$ cat src/rtl/nand_ecc_acc.sv
module nand_ecc_acc #(
  parameter int NUM_CS       = 4,
  parameter int SECTOR_BYTES = 512,
  parameter int ADDR_W       = 3,
  parameter int START_LSB    = 8
) (
  input  logic                 clk,
  input  logic                 rst_n,
  input  logic                 reg_wr,
  input  logic                 reg_rd,
  input  logic [ADDR_W-1:0]    reg_addr,
  input  logic [31:0]          reg_wdata,
  output logic [31:0]          reg_rdata,
  input  logic                 byte_stb,
  input  logic [((NUM_CS>1)?$clog2(NUM_CS):1)-1:0] byte_cs,
  input  logic [7:0]           byte_data
);
  localparam int CS_W  = (NUM_CS > 1) ? $clog2(NUM_CS) : 1;
  localparam int OFF_W = $clog2(SECTOR_BYTES);
  localparam int POS_W = OFF_W + 3;
  localparam int CNT_W = OFF_W + 1;

  logic [NUM_CS-1:0]             armed_q, active, arm, clr, hit;
  logic [NUM_CS-1:0][CNT_W-1:0]  cnt_q;
  logic [NUM_CS-1:0][POS_W-1:0]  up_q, lo_q;
  logic [2:0]                    bit_sum;
  logic                          ones_odd, rd_ok;
  logic [31:0]                   rd_val;

  always_comb begin
    bit_sum = '0;
    for (int i = 0; i < 8; i++)
      if (byte_data[i]) bit_sum = bit_sum ^ 3'(i);
  end

  assign ones_odd = ^byte_data;
  assign rd_ok    = reg_rd & ~reg_wr;

  for (genvar n = 0; n < NUM_CS; n++) begin : g_ctx
    logic [POS_W-1:0] up_inc;

    assign active[n] = armed_q[n] && (cnt_q[n] != CNT_W'(SECTOR_BYTES));
    assign arm[n]    = reg_wr && (reg_addr == '0) && reg_wdata[START_LSB+n];
    assign clr[n]    = rd_ok && (reg_addr == ADDR_W'(n + 1));
    assign hit[n]    = byte_stb && active[n] && (byte_cs == CS_W'(n));
    assign up_inc    = {ones_odd ? cnt_q[n][OFF_W-1:0] : {OFF_W{1'b0}}, bit_sum};

    always_ff @(posedge clk or negedge rst_n) begin
      if (!rst_n) begin
        armed_q[n] <= 1'b0;
        cnt_q[n]   <= '0;
        up_q[n]    <= '0;
        lo_q[n]    <= '0;
      end else if (arm[n]) begin
        armed_q[n] <= 1'b1;
        cnt_q[n]   <= '0;
        up_q[n]    <= '0;
        lo_q[n]    <= '0;
      end else if (clr[n]) begin
        armed_q[n] <= 1'b0;
        cnt_q[n]   <= '0;
        up_q[n]    <= '0;
        lo_q[n]    <= '0;
      end else if (hit[n]) begin
        cnt_q[n] <= cnt_q[n] + 1'b1;
        up_q[n]  <= up_q[n] ^ up_inc;
        lo_q[n]  <= lo_q[n] ^ up_inc ^ {POS_W{ones_odd}};
      end
    end
  end

  always_comb begin
    rd_val = '0;
    if (reg_addr == '0) rd_val[START_LSB +: NUM_CS] = active;
    for (int n = 0; n < NUM_CS; n++) begin
      if (reg_addr == ADDR_W'(n + 1)) begin
        rd_val[POS_W-1:0]  = lo_q[n];
        rd_val[16 +: POS_W] = up_q[n];
      end
    end
  end

  always_ff @(posedge clk or negedge rst_n) begin
    if (!rst_n)     reg_rdata <= '0;
    else if (rd_ok) reg_rdata <= rd_val;
    else            reg_rdata <= '0;
  end
endmodule


$ cat config.mk
export PLATFORM = sky130hd
export DESIGN_NAME = nand_ecc_acc
export DESIGN_NICKNAME = d
export VERILOG_FILES = /design/src/rtl/nand_ecc_acc.sv
export SDC_FILE = /design/constraint.sdc
export NUM_CORES = 1
export LEC_CHECK = 0
export BUFFER_PORTS_ARGS = -buffer_cell sky130_fd_sc_hd__buf_2
export CORE_ASPECT_RATIO = 1.25
export CORE_UTILIZATION = 55
export CTS_BUF_LIST = sky130_fd_sc_hd__clkbuf_4
export CTS_CLUSTER_SIZE = 10
export DETAILED_ROUTE_END_ITERATION = 16
export GPL_TIMING_DRIVEN = 0
export HOLD_SLACK_MARGIN = 0.08
export PLACE_DENSITY = 0.75
export SYNTH_ARGS = -nofsm -noshare
export SYNTH_HDL_FRONTEND = slang
export SYNTH_SLANG_ARGS = --single-unit
export TNS_END_PERCENT = 10
$ cat constraint.sdc
create_clock -name clk -period 2.8 [get_ports clk]
set_clock_uncertainty 0.1 [all_clocks]
set_input_delay 0.42 -clock clk [delete_from_list [all_inputs] [get_ports clk]]
set_output_delay 0.42 -clock clk [all_outputs]
set_load 0.05 [all_outputs]
### Word level (Yosys, flattened, before mapping)

Cells that the tools add are included.

* order comparisons: 0
* div/mod/pow operators: 0
* $add $sub $neg: 4
* multiplexer cells: 65
* reduce and logical (&&, ||, !) cells: 32
* equality and inequality tests: 11
* bitwise operators: 20
* shifts and indexed selects: 0
* multiply operators: 0

Operators by type and width (count)
* two-way mux 12 bit: 32
* XOR 12 bit: 12
* two-way mux 10 bit: 12
* adder 10 x 1 -> 10 bit (second input constant): 4
* inequality test 10 bit (second input constant): 4
* two-way mux 9 bit: 4
* two-way mux 28 bit: 1
* logical AND 1 bit: 21
* two-way mux 3 bit: 4
* nonzero test 3 bit: 4
* two-way mux 1 bit: 9
* nonzero test 2 bit: 4
* parity 8 bit: 1
* == test 3 x 2 -> 1 bit (second input constant): 2
* NOT 2 bit: 3
* == test 2 bit (second input constant): 2
* two-way mux 2 bit: 2
* two-way mux 4 bit: 1
* == test 3 x 1 -> 1 bit (second input constant): 1
* == test 3 bit (second input constant): 1
* zero test 3 bit: 1
* NOT 3 bit: 1
* == test 2 x 1 -> 1 bit (second input constant): 1
* zero test 2 bit: 1
* 3 further kinds: 4

* output and inout bits: 32
* memory bits (writable): 0
* memories: 0
* memory bits (read-only): 0
* register bits after elaboration: 172
* latch bits: 0

### Depth between registers and ports, before layout

* depth after elaboration: 16
* gate-level depth with buffers: 9
* gate-level depth less buffers: 7

### Worst setup path before layout

Ideal clock, no wire load.

* path kind: flip-flop to flip-flop
* from: register cnt_q[0] (netlist bit)
* to: register up_q[0] (netlist bit)
* library setup time: 0.078 ns
* path slack: 0.596 ns
* cell stages (with the launch flop): 10
* path buffers: 2
* data arrival time: 2.026 ns
* cell sequence: dfrtp_1 inv_1 ha_1 or3b_2 or4_1 nand2_2 buf_6 buf_6 o21ai_0 a21oi_1

* cells in the longest elaborated chain, start to end: 5

Ends and longest elaborated chain
* start, declared: RTL line 24 `logic [NUM_CS-1:0][CNT_W-1:0] cnt_q;`
* start signal, assigned by index: RTL line 65 `cnt_q[n] <= cnt_q[n] + 1'b1;`
* inequality test 10 bit: RTL line 42 `assign active[n] = armed_q[n] && (cnt_q[n] != CNT_W'(SECTOR_BYTES));`
* logical AND 1 bit: RTL line 42
* logical AND 1 bit (2 in a row): RTL line 45 `assign hit[n] = byte_stb && active[n] && (byte_cs == CS_W'(n));`
* nonzero test 3 bit (no line)
* end signal, assigned by index: RTL line 66 `up_q[n] <= up_q[n] ^ up_inc;`
* end, declared: RTL line 25 `logic [NUM_CS-1:0][POS_W-1:0] up_q, lo_q;`

Every way passes these cells.
A chain may end at the register's enable or synchronous reset.

### Worst setup path after layout

* from: register cnt_q[10] (netlist bit)
* to: register up_q[14] (netlist bit)

Same word-level chain as after synthesis.

==> impl_metrics.csv <==
group,metric,value,unit
setup_path,crit_chain,"inv_1, ha_1, nand4bb_1, o31ai_2, clkbuf_1, clkbuf_1, o21ai_0, a21oi_1",
grt,antenna_found_initial,1,
logic_synthesis,synth-simple-area-share,20.3,%
floorplan,pin_count,82,
setup_path,path_common_cell,"clkbuf_1",
setup_path,cpMaxStageDelayCell,"dfrtp_1",
drt,post_drt_wl_per_cell,20.4,um
logic_synthesis,synthTopCellsByArea,"dfrtp_1 (47%), a21oi_1 (5.2%), xnor2_1 (4.1%)",
setup_path,critPathLaunchType,"register",
floorplan,die_h,143,um
cells_and_area,nets,1068,
sta,rsz0062_at_grt,"no",
pwr,leakage,4.25,nW
floorplan,die_x,115,um
logic_synthesis,synth_xor_area_share,6.44,%
logic_synthesis,yosysTopAreaCell,"dfrtp_1",
setup_path,crit_type,"reg -> reg",
outcome,status,"completed",
sta,period_minus_slack,2.60,ns
place,hpwl,18300,um
logic_synthesis,synth-seq-cells,164,
drt,vias,7803,
drt,drc,0,
logic_synthesis,syn_area_per_cell,9.38,um2
grt,grt_pass1_wl,39400,um
sta,setup_viol,0,
logic_synthesis,synth_cell_type_count,59,
drt,detail_route.vias_per_cell,6.31,
logic_synthesis,yosys.area.top_type_share,46.8,%
logic_synthesis,synth-compound-area-share,17.2,%
setup_path,worstPathRequired,3.21,ns
setup_path,critPathMaxStageDelay,0.49,ns
sta,drv_slew,0,
logic_synthesis,synthCells,935,
setup_path,path_delay_family,"buffers and inverters",
floorplan,num_rows,51,
place,gp_congestion,1.02,
cts,clkTransAtPathRegs,0.13,ns
sta,fmax,0.385,GHz
hold_path,hold_class,"in -> reg",
cts,clk_latency,0.59,ns
floorplan,die_area,16400,um2
grt,grtUsageTotal,32.2,%
grt,grt_pass1_vias,7075,
drt,dr.pass1.iters,6,
cts,cts_setup_buffers,0,
grt,grt_remaining_overflow,0,
drt,ant_nets,0,
drt,drtIter0Drc,916,
logic_synthesis,synthArstFlopShare,100,%
pwr,fin_total_pwr,7.05,mW
cts,cts_tree,"yes",
cts,cts_buffers,17,
place,io_buffers,44,
job,max-cap-violations,0,
pwr,power.density,728,nW/um2
cells_and_area,layout-drive-gt1-share,12.5,%
cts,numClockSinks,164,
logic_synthesis,synth_top_family_by_area,"simple AND/OR/NAND/NOR gates",
logic_synthesis,synth_area,8770,um2
cts,clockBufferDepth,2,
grt,grt_max_degree,97,
pwr,peakVddDrop,0.000350,V
cells_and_area,area_delta_synth_final,10.5,%
floorplan,start_util,56.3,%
setup_path,end_kind,"register",
sta,fin_crit_sh,92.8,%
cts,root_buffer,"clkbuf_4",
logic_synthesis,ys.flop_type,"dfrtp_1",
logic_synthesis,synth_fa_ha_area_share,1.14,%
floorplan,core,15600,um2
drt,wl,25300,um
setup_path,worstPathMaxFanout,10,
logic_synthesis,synth_edf_count,0,
sta,hold_viol,0,
setup_path,critPathArrivalTime,3.01,ns
logic_synthesis,seq_area_frac_synth,46.8,%
sta,worstMarginPinSlew,0.771,ns
sta,final.setup.tns,0,ns
logic_synthesis,yosysWarningCount,0,
sta,slew_headroom,48.2,%
setup_path,worst-path-buf-inv,3,
logic_synthesis,yosys-mux-area-fraction,2.58,%
cts,htreeDepth,4,
## through the flow
step | instances | hold slack (ns) | instance area (um2) | worst slack, ns | util, %
global route | 1236 | 0.0945 | 9690 | 0.0209 | 62.2
CTS | 1235 | 0.0806 | 9670 | 0.00690 | 62.1
global placement | 1198 | 0.399 | 9280 | -1.34 | 59.6
floorplan | 942 | 0.0244 | 8790 | 0.596 | -
detailed placement | 1199 | 0.301 | 9320 | -0.623 | 59.8
finish | 1236 | 0.115 | 9690 | 0.202 | 62.2
## cell usage after synthesis (11+ instances only)
cell type / number
nand2_1: 64
nand4_1: 27
buf_2: 12
nor3_1: 17
mux2_2: 13
a21oi_1: 91
inv_1: 27
o31ai_1: 41
nor2_1: 94
or4_1: 41
and3_1: 11
or3_1: 20
clkbuf_1: 56
xnor2_1: 41
nand3_1: 25
o21ai_0: 29
a22oi_1: 12
dfrtp_1: 164
o311ai_0: 17
o221ai_1: 11
## logic make-up after synthesis
family / after synthesis
compound gates: 235
xor+xnor: 55
fa+ha+maj: 8
buf+inv: 110
flops: 164
mux: 21
other cells: 1
simple gates: 341
## cell type report
type	instances	area, um2
Clock inverter	11	159
Multi-Input combinational cell	668	4220
Sequential cell	164	4100
Antenna cell	1	2.50
Fill cell	1400	5880
Inverter	27	101
Tap cell	212	265
Timing Repair Buffer	49	298
Buffer	83	383
Clock buffer	21	158
## state kept, by name, summed over array words and instances, names as in the netlist
signal,cells
armed_q,4
up_q,48
lo_q,48
cnt_q,40
reg_rdata,24
## metal layers
metal  wire (um)  GRT usage (%)  share of wire [%]
met1       10500           42.6                 42
met2       11600           50.0                 46
met3        1870           6.03                7.4
met4        1260           17.4                5.0
met5           0              0                  0
## worst min-delay path, stage by stage
cell and delay (ns):
buf_2 0.10, or4b_2 0.20, a21oi_1 0.06
## power breakdown
group,total [mW],internal [mW],switching (mW)
Sequential,3.52,2.91,0.608
Clock,1.57,0.739,0.833
Combinational,1.96,0.711,1.25
## placed cells by master (no fill, tap or decap), drive strengths merged, types with 19 or more instances in the layout
cell / n
dfrtp: 164
nor2: 94
or3: 20
buf: 71
nand2: 65
o311ai: 19
clkbuf: 78
nand3: 25
a21oi: 91
o31ai: 41
xnor2: 47
nand4: 27
or4: 41
inv: 27
o21ai: 34
## path summary, 6_finish.rpt
check / start / depth (start not counted) / end / slack (ns)
hold / removal: reg_wdata[10] / 3 / armed_q[2] / 0.11
min in group asynchronous: rst_n / 2 / cnt_q[23] / 0.25
setup reg to reg: cnt_q[10] / 8 / up_q[14] / 0.20
max in group asynchronous: rst_n / 3 / up_q[8] / 1.50
hold reg to reg: up_q[46] / 2 / reg_rdata[26] / 0.45
setup / recovery: cnt_q[10] / 8 / up_q[14] / 0.20
## repair_timing
item                                   CTS  global route
setup endpoints to repair                0            46
hold buffers                             4             0
resized for setup                        0             6
endpoints found under the hold margin   71             0
Note: power is estimated with default switching activity, not from simulation.
